$ cat config.mk
export PLATFORM = sky130hd
export DESIGN_NAME = fsub_special
export DESIGN_NICKNAME = d
export VERILOG_FILES = /design/src/rtl/fsub_special_pkg.sv /design/src/rtl/fsub_classify.sv /design/src/rtl/fsub_ctrl.sv /design/src/rtl/fsub_dpath.sv /design/src/rtl/fsub_special.sv
export SDC_FILE = /design/constraint.sdc
export NUM_CORES = 1
export LEC_CHECK = 0
export ABC_CLOCK_PERIOD_IN_PS = 1160
export BUFFER_PORTS_ARGS = -buffer_cell sky130_fd_sc_hd__buf_2
export CAP_MARGIN = 40
export CORE_MARGIN = 2
export CORE_UTILIZATION = 30
export CTS_CLUSTER_DIAMETER = 60
export DETAILED_ROUTE_END_ITERATION = 10
export GPL_ROUTABILITY_DRIVEN = 0
export SLEW_MARGIN = 15
export SYNTH_ARGS = -nofsm -noshare
export SYNTH_HDL_FRONTEND = slang
export SYNTH_SLANG_ARGS = --single-unit
$ cat constraint.sdc
create_clock -name clk -period 1.16 [get_ports clk]
set_input_delay 0.232 -clock clk [delete_from_list [all_inputs] [get_ports clk]]
set_output_delay 0.232 -clock clk [all_outputs]
set_load 0.01 [all_outputs]
$ cat src/rtl/fsub_special_pkg.sv
`timescale 1ns/1ps
package fsub_special_pkg;

  typedef enum logic [1:0] {
    CLS_FIN  = 2'd0,
    CLS_ZERO = 2'd1,
    CLS_INF  = 2'd2,
    CLS_NAN  = 2'd3
  } opClass_t;

  typedef enum logic [2:0] {
    SEL_NONE     = 3'd0,
    SEL_DEST     = 3'd1,
    SEL_SRC_NEG  = 3'd2,
    SEL_NAN_DEST = 3'd3,
    SEL_NAN_SRC  = 3'd4,
    SEL_DEF_NAN  = 3'd5,
    SEL_ZERO     = 3'd6
  } resSel_t;

  // Strobes passed from control to datapath
  typedef struct packed {
    logic    load;
    resSel_t sel;
    logic    zeroSign;
    logic    invalid;
    logic    needsDp;
  } ctrlStrobe_t;

  localparam logic [1:0] RM_DOWN = 2'b01;

endpackage

$ cat src/rtl/fsub_classify.sv
`timescale 1ns/1ps
module fsub_classify
  import fsub_special_pkg::*;
#(
  parameter int EXP_W = 15,
  parameter int SIG_W = 64
) (
  input  logic [EXP_W+SIG_W:0] opWord,
  output opClass_t             opCls,
  output logic                 isSignaling
);
  localparam int WORD_W = 1 + EXP_W + SIG_W;

  logic [EXP_W-1:0] expField;
  logic [SIG_W-1:0] sigField;
  logic             expMax;
  logic             fracZero;

  assign expField = opWord[WORD_W-2 -: EXP_W];
  assign sigField = opWord[SIG_W-1:0];
  assign expMax   = &expField;
  assign fracZero = (sigField[SIG_W-2:0] == '0);

  always_comb begin
    if (expMax) opCls = fracZero ? CLS_INF : CLS_NAN;
    else if (expField == '0 && sigField == '0) opCls = CLS_ZERO;
    else opCls = CLS_FIN;
  end

  assign isSignaling = (opCls == CLS_NAN) && !sigField[SIG_W-2];
endmodule

$ cat src/rtl/fsub_ctrl.sv
`timescale 1ns/1ps
module fsub_ctrl
  import fsub_special_pkg::*;
#(
  parameter int SIG_W = 64
) (
  input  logic             inValid,
  input  opClass_t         dCls,
  input  opClass_t         sCls,
  input  logic             dSnan,
  input  logic             sSnan,
  input  logic             dSign,
  input  logic             sSign,
  input  logic [SIG_W-1:0] dSig,
  input  logic [SIG_W-1:0] sSig,
  input  logic             isIntSrc,
  input  logic [1:0]       roundMode,
  output ctrlStrobe_t      strb
);
  logic sSignEff;
  assign sSignEff = sSign & ~(isIntSrc & (sCls == CLS_ZERO));

  always_comb begin
    strb          = '0;
    strb.load     = inValid;
    strb.sel      = SEL_NONE;
    if (dCls == CLS_NAN || sCls == CLS_NAN) begin
      strb.invalid = dSnan | sSnan;
      if (dCls == CLS_NAN && sCls == CLS_NAN)
        strb.sel = (sSig > dSig) ? SEL_NAN_SRC : SEL_NAN_DEST;
      else if (dCls == CLS_NAN)
        strb.sel = SEL_NAN_DEST;
      else
        strb.sel = SEL_NAN_SRC;
    end else if (dCls == CLS_INF && sCls == CLS_INF) begin
      if (dSign == sSign) begin
        strb.sel     = SEL_DEF_NAN;
        strb.invalid = 1'b1;
      end else begin
        strb.sel = SEL_DEST;
      end
    end else if (dCls == CLS_INF) begin
      strb.sel = SEL_DEST;
    end else if (sCls == CLS_INF) begin
      strb.sel = SEL_SRC_NEG;
    end else if (dCls == CLS_ZERO && sCls == CLS_ZERO) begin
      strb.sel      = SEL_ZERO;
      strb.zeroSign = (dSign != sSignEff) ? dSign : (roundMode == RM_DOWN);
    end else if (dCls == CLS_ZERO) begin
      strb.sel = SEL_SRC_NEG;
    end else if (sCls == CLS_ZERO) begin
      strb.sel = SEL_DEST;
    end else begin
      strb.needsDp = 1'b1;
    end
  end
endmodule

$ cat src/rtl/fsub_dpath.sv
`timescale 1ns/1ps
module fsub_dpath
  import fsub_special_pkg::*;
#(
  parameter int EXP_W = 15,
  parameter int SIG_W = 64
) (
  input  logic                 clk,
  input  logic                 rstN,
  input  ctrlStrobe_t          strb,
  input  logic [EXP_W+SIG_W:0] destWord,
  input  logic [EXP_W+SIG_W:0] srcWord,
  output logic [EXP_W+SIG_W:0] resWord,
  output logic                 invFlag,
  output logic                 dpFlag,
  output logic                 resValid
);
  localparam int WORD_W = 1 + EXP_W + SIG_W;
  localparam logic [WORD_W-1:0] QUIET_MASK =
    {{(WORD_W-SIG_W+1){1'b0}}, 1'b1, {(SIG_W-2){1'b0}}};
  localparam logic [WORD_W-1:0] DEF_NAN =
    {1'b1, {EXP_W{1'b1}}, 2'b11, {(SIG_W-2){1'b0}}};

  logic [WORD_W-1:0] nextWord;

  always_comb begin
    case (strb.sel)
      SEL_DEST:     nextWord = destWord;
      SEL_SRC_NEG:  nextWord = {~srcWord[WORD_W-1], srcWord[WORD_W-2:0]};
      SEL_NAN_DEST: nextWord = destWord | QUIET_MASK;
      SEL_NAN_SRC:  nextWord = srcWord | QUIET_MASK;
      SEL_DEF_NAN:  nextWord = DEF_NAN;
      SEL_ZERO:     nextWord = {strb.zeroSign, {(WORD_W-1){1'b0}}};
      default:      nextWord = '0;
    endcase
  end

  always_ff @(posedge clk or negedge rstN) begin
    if (!rstN) begin
      resWord  <= '0;
      invFlag  <= 1'b0;
      dpFlag   <= 1'b0;
      resValid <= 1'b0;
    end else begin
      resValid <= strb.load;
      if (strb.load) begin
        resWord <= nextWord;
        invFlag <= strb.invalid;
        dpFlag  <= strb.needsDp;
      end
    end
  end
endmodule

$ cat src/rtl/fsub_special.sv
`timescale 1ns/1ps
module fsub_special
  import fsub_special_pkg::*;
#(
  parameter int EXP_W = 15,
  parameter int SIG_W = 64
) (
  input  logic                 clk,
  input  logic                 rstN,
  input  logic                 inValid,
  input  logic [EXP_W+SIG_W:0] destOp,
  input  logic [EXP_W+SIG_W:0] srcOp,
  input  logic [1:0]           roundMode,
  input  logic                 isIntSrc,
  output logic                 outValid,
  output logic [EXP_W+SIG_W:0] result,
  output logic                 invalid,
  output logic                 needsDp
);
  localparam int WORD_W = 1 + EXP_W + SIG_W;
  localparam int N_OPS  = 2;

  logic [WORD_W-1:0] opWords [N_OPS];
  opClass_t          opCls   [N_OPS];
  logic              opSnan  [N_OPS];
  ctrlStrobe_t       strb;

  assign opWords[0] = destOp;
  assign opWords[1] = srcOp;

  for (genvar gi = 0; gi < N_OPS; gi++) begin : g_cls
    fsub_classify #(.EXP_W(EXP_W), .SIG_W(SIG_W)) u_cls (
      .opWord      (opWords[gi]),
      .opCls       (opCls[gi]),
      .isSignaling (opSnan[gi])
    );
  end

  fsub_ctrl #(.SIG_W(SIG_W)) u_ctrl (
    .inValid   (inValid),
    .dCls      (opCls[0]),
    .sCls      (opCls[1]),
    .dSnan     (opSnan[0]),
    .sSnan     (opSnan[1]),
    .dSign     (destOp[WORD_W-1]),
    .sSign     (srcOp[WORD_W-1]),
    .dSig      (destOp[SIG_W-1:0]),
    .sSig      (srcOp[SIG_W-1:0]),
    .isIntSrc  (isIntSrc),
    .roundMode (roundMode),
    .strb      (strb)
  );

  fsub_dpath #(.EXP_W(EXP_W), .SIG_W(SIG_W)) u_dpath (
    .clk      (clk),
    .rstN     (rstN),
    .strb     (strb),
    .destWord (destOp),
    .srcWord  (srcOp),
    .resWord  (result),
    .invFlag  (invalid),
    .dpFlag   (needsDp),
    .resValid (outValid)
  );
endmodule

; Yosys cells after proc, flatten, opt, wreduce, memory -nomap -nowiden
; Index checks and enable logic that the tools add are counted.
[word_totals]
regBits = 83
out_inout_bits = 83
[op_classes]
magnitude_cmp = 1
eq_ne = 15
mux = 34
bitwise = 5
n_reduce_logical = 18
[ops]
columns = cell, count
row1 = 80-bit one-hot mux with 6 select lines, 1
row2 = 64-bit zero test, 2
row3 = 63-bit zero test, 2
row4 = 64-bit greater-than comparator, 1
row5 = 15-bit zero test, 2
row6 = 15-bit AND reduction, 2
row7 = 3-bit two-way mux, 9
row8 = 1-bit two-way mux, 21
row9 = "3-bit == test, second input constant", 3
row10 = "2-bit == test, second input constant", 4
row11 = 1-bit logical AND, 7
row12 = "2-bit by 1-bit == test with 1-bit output, second input constant", 3
row13 = "3-bit by 2-bit == test with 1-bit output, second input constant", 2
row14 = 2-bit two-way mux, 3
row15 = "3-bit by 1-bit == test with 1-bit output, second input constant", 1
row16 = 1-bit AND, 2
row17 = 1-bit zero test, 2
row18 = 1-bit NOT, 2
row19 = 1-bit == test, 1
row20 = 1-bit logical OR, 1
row21 = 1-bit inequality test, 1
row22 = 1-bit OR, 1

; Logic depth before layout (Yosys ltp)
[logic_depth]
depth_word = 16
mapped_depth = 13

; By module
; From an unflattened synthesis, not the netlist that was laid out.
[hier_totals]
cells_unflattened = 667
hier_area_um2 = 6144.6
[by_module_without_submodules]
columns = module, instances, cells_per_inst, area_per_inst_um2, seq_area_each_um2
row1 = fsub_dpath, 1, 339, 3863.7, 2077.0
row2 = fsub_ctrl, 1, 258, 1820.5, 0.0
row3 = fsub_classify, 2, 35, 230.2, 0.0

; Worst setup path after synthesis
; No wires, ideal clock.
[synth_timing]
path_type = input-to-reg
from = in destOp[14]
to = reg u_dpath.resWord[0]
t_arrival_ns = 2.863
required_ns = 1.034
setup_slack_ns = -1.829
stages = 13
n_path_buf = 3
cell_sequence = inv_1 -> ha_1 -> nand4_1 -> nor3_1 -> a21boi_0 -> or4b_2 -> a2111oi_4 -> a31oi_2 -> o21a_1 -> buf_2 -> buf_6 -> buf_6 -> a221o_1
[synth_between]
elab_chain_cells = 13
word_cells_on_any_way = 30
cone_classes = 1 x order compare / 9 x eq/ne / 13 x mux / 7 x reduce/logical
[synth_lines]
columns = item, line_no
row1 = start: declaration, fsub_special.sv:11  ; input logic [EXP_W+SIG_W:0] destOp,
row2 = 64-bit zero test, fsub_classify.sv:26  ; else if (expField == '0 && sigField == '0) opCls = CLS_ZERO;
row3 = 1-bit logical AND, fsub_classify.sv:26
row4 = 1-bit two-way mux, fsub_classify.sv:26
row5 = 2-bit two-way mux, fsub_classify.sv:25  ; if (expMax) opCls = fracZero ? CLS_INF : CLS_NAN;
row6 = 2-bit by 1-bit == test with 1-bit output, "fsub_ctrl.sv:46, fsub_ctrl.sv:49"
row7 = 2-bit two-way mux or 1-bit logical AND (tied branches), "fsub_ctrl.sv:49, fsub_ctrl.sv:46"
row8 = 3-bit two-way mux, fsub_ctrl.sv:46  ; end else if (dCls == CLS_ZERO && sCls == CLS_ZERO) begin
row9 = 3-bit two-way mux, fsub_ctrl.sv:44  ; end else if (sCls == CLS_INF) begin
row10 = 3-bit two-way mux, fsub_ctrl.sv:42  ; end else if (dCls == CLS_INF) begin
row11 = 3-bit two-way mux, fsub_ctrl.sv:35  ; end else if (dCls == CLS_INF && sCls == CLS_INF) begin
row12 = 3-bit two-way mux (*), fsub_ctrl.sv:27  ; if (dCls == CLS_NAN || sCls == CLS_NAN) begin
row13 = "3-bit == test, or another cell as far along", fsub_dpath.sv:27  ; case (strb.sel)
row14 = 80-bit one-hot mux with 6 select lines (*), fsub_dpath.sv:27
row15 = end signal: assignment, fsub_dpath.sv:47  ; resWord <= nextWord;
row16 = end: declaration, fsub_dpath.sv:13  ; output logic [EXP_W+SIG_W:0] resWord,
; Every way passes the cells marked *; elsewhere a longest branch is shown, timed or not.
; A chain may end at the register's enable or synchronous reset.

; Worst setup path after layout
[layout_timing]
from = in destOp[1]
to = reg u_dpath.resWord[24]
; Same word-level chain as after synthesis.

==> impl_metrics.json <==
{
  "status": "finished, violations left",
  "violations": "setup timing",
  "nets": 1277,
  "internal-power_mw": 5.30,
  "ys_seq_area_share_pct": 36.0,
  "synth_seq_cells": 83,
  "ant_nets": 0,
  "period_needed_ps": 2550,
  "fin_tns_setup_ps": -109880,
  "cts_made_buffers": 9,
  "synth.avg_cell_area_um2": 9.51,
  "slew_headroom_pct": 64.5,
  "fillers": 1786,
  "p_leak_nw": 5.23,
  "p_switching_mw": 2.17,
  "startpoint_type": "primary input",
  "seqCellArea_um2": 2080,
  "power.clock.fraction_pct": 35.8,
  "layout_common_cells": "buf_2 (231), buf_4 (197), dfrtp_1 (83)",
  "dp_hpwl_um": 18100,
  "place_inst": 1262,
  "crit_type": "in2reg",
  "path_buf_inv": 3,
  "post-route-drc-count": 0,
  "p_per_area_nw_per_um2": 752,
  "yosys_warnings": 0,
  "clock_latency_ps": 340,
  "hold_class": "in2reg",
  "drive_gt1_share_pct": 52.8,
  "critPathSlowestCell": "or4b_4",
  "synthArstFlopShare_pct": 100,
  "die_w_um": 143,
  "tritoncts": "built",
  "arrival_ps": 2770,
  "crit_fanout": 37,
  "multi_input_area_um2": 3930,
  "worstPathRequired_ps": 1380,
  "synth_flop_cell": "dfrtp_1",
  "synth_cells": 606,
  "cts.htree.levels": 3,
  "fin_hold_ws_ps": 131,
  "num_rows": 50,
  "drt_pass1_iterations": 5,
  "antenna_found_initial": 0,
  "grt_pass1_vias": 6603,
  "cp_cell_sequence": "buf_8 -> inv_6 -> ha_4 -> nor2b_1 -> o211ai_1 -> a21boi_2 -> or4b_4 -> a2111oi_4 -> a31oi_4 -> o21a_4 -> buf_12 -> a221o_1",
  "synth_nets": 836,
  "worst_slew_pin_slew_ps": 532,
  "final_cells": 1285,
  "drv_slew": 0,
  "fin_crit_sh_pct": 219,
  "ctsRootBufferMaster": "clkbuf_16",
  "synth-edff-count": 0,
  "pwr-share-comb_pct": 25.4,
  "layout_commonest_cell": "buf_2",
  "start_util_pct": 30.7,
  "groute.usage.overall_pct": 22.5,
  "core_um2": 18800,
  "drt-initial-drc-count": 273,
  "max_cap_viol_count": 0,
  "routed_wl_um": 23000,
  "io_buffers": 248,
  "vdd_ir_drop_max_v": 0.000555,
  "routedWlPerCell_um": 17.9,
  "num_vias": 6550,
  "areaGrowthSynthToFinish_pct": 72.2,
  "max_freq_ghz": 0.393,
  "path_delay_family": "compound AO/OA/AOI/OAI gates",
  "end_kind": "flop",
  "rsz0062_at_grt": "yes",
  "globalRoute.totalOverflow": 0,
  "viasPerCell": 5.10,
  "grt_pass1_wl_um": 35200,
  "hold_viol": 0,
  "ioPinCount": 249,
  "path_clk_slew_ps": 70,
  "grt_max_degree": 84,
  "ys_types": 40,
  "worst_slack_ps": -1390,
  "slowest_delay_ps": 500,
  "cts_buffer_depth": 2,
  "dieArea_um2": 20300,
  "netlist_area_um2": 5760,
  "n_antenna_cell": 0,
  "power_frac_seq_pct": 38.9,
  "setup_viol": 82,
  "dieHeight_um": 143,
  "clock-skew-final_ps": 0,
  "clock-sinks": 83,
  "swShare_pct": 29.0
}
-- cells by family after synthesis --
family / synth area share [%]
XOR/XNOR: 0.152
adder cells (fa/ha/maj): 13.9
buffers and inverters: 6.90
flip-flops: 36.0
multiplexers: 0.369
AO/OA/AOI/OAI: 21.0
AND/OR/NAND/NOR: 21.7
-- through the flow --
| step | instance area, um^2 | util (%) | worst slack (ps) | total power, mW |
|---|---|---|---|---|
| floorplan | 6140 | - | -1670 | 3.48 |
| global placement | 9160 | 48.8 | -2040 | 4.68 |
| detailed placement | 9160 | 48.8 | -2070 | 4.70 |
| CTS | 9890 | 52.7 | -1380 | 7.52 |
| global route | 9930 | 52.9 | -1500 | 7.85 |
| finish | 9930 | 52.9 | -1390 | 7.47 |
-- final cells by class --
| type | instances | share of cell area, % |
|---|---|---|
| clock buffer | 10 | 2.31 |
| clock inverter | 5 | 0.315 |
| inverter | 71 | 3.01 |
| multi-input combinational | 425 | 39.6 |
| sequential | 83 | 20.9 |
| tap | 234 | 2.95 |
| timing repair buffer | 457 | 30.9 |
-- power groups by stage --
stage	Combinational, mW	Clock (mW)	Sequential [mW]
detailed placement	1.75	0	2.96
global placement	1.72	0	2.96
floorplan	0.519	0	2.96
global route	2.09	2.85	2.90
CTS	1.88	2.73	2.90
finish	1.89	2.67	2.90
-- repair_timing --
item                       4_1_cts  5_1_grt
setup endpoints to repair       82       83
hold buffers                     1        0
pin swaps                       19        1
gates resized for setup         74        8
buffers inserted                 7        0
hold endpoints to repair        83        0
-- layer usage --
layer	track usage (%)	part of all wire (%)	vias to the layer above	wire length, um
met2	36.9	47	228	10800
met1	29.7	44	3095	10200
met4	8.13	2.6	0	609
met3	4.06	6.2	38	1430
li1	-	-	3189	-
met5	0	0	-	0
-- registers in the layout, summed over array words and instances, names as in the netlist --
| signal | cells |
|---|---|
| u_dpath.dpFlag | 1 |
| u_dpath.invFlag | 1 |
| u_dpath.resValid | 1 |
| u_dpath.resWord | 80 |
-- cell usage after synthesis (all sizes together) (2+ instances only) --
cell	instances	area, um^2
dfrtp	83	2080
nor2b	79	494
a221o	78	781
inv	71	267
ha	64	801
nor4	43	269
a21oi	29	145
nand2	28	105
nand4	25	156
clkbuf	18	67.6
o21ai	12	60.1
nand3	11	55.1
nor2	10	37.5
buf	9	63.8
nor3	8	45.0
a221oi	5	43.8
a2111oi	3	45.1
a21o	3	22.5
and4	3	26.3
a211oi	2	15.0
nand2b	2	12.5
o211a	2	20.0
o211ai	2	15.0
o21a	2	15.0
or4	2	15.0
-- final timing paths --
check / from / to / slack (ps) / depth (start not counted)
min reg2reg: u_dpath.resWord[62] / u_dpath.resWord[62] / 480 / 1
max: destOp[1] / u_dpath.resWord[24] / -1390 / 12
min: destOp[50] / u_dpath.resWord[50] / 130 / 2
min in group asynchronous: rstN / u_dpath.resWord[5] / 470 / 3
max in group asynchronous: rstN / u_dpath.resWord[46] / 300 / 3
max reg2reg: u_dpath.resWord[79] / u_dpath.resWord[79] / 70 / 2
Note: power is estimated with default switching activity, not from simulation.
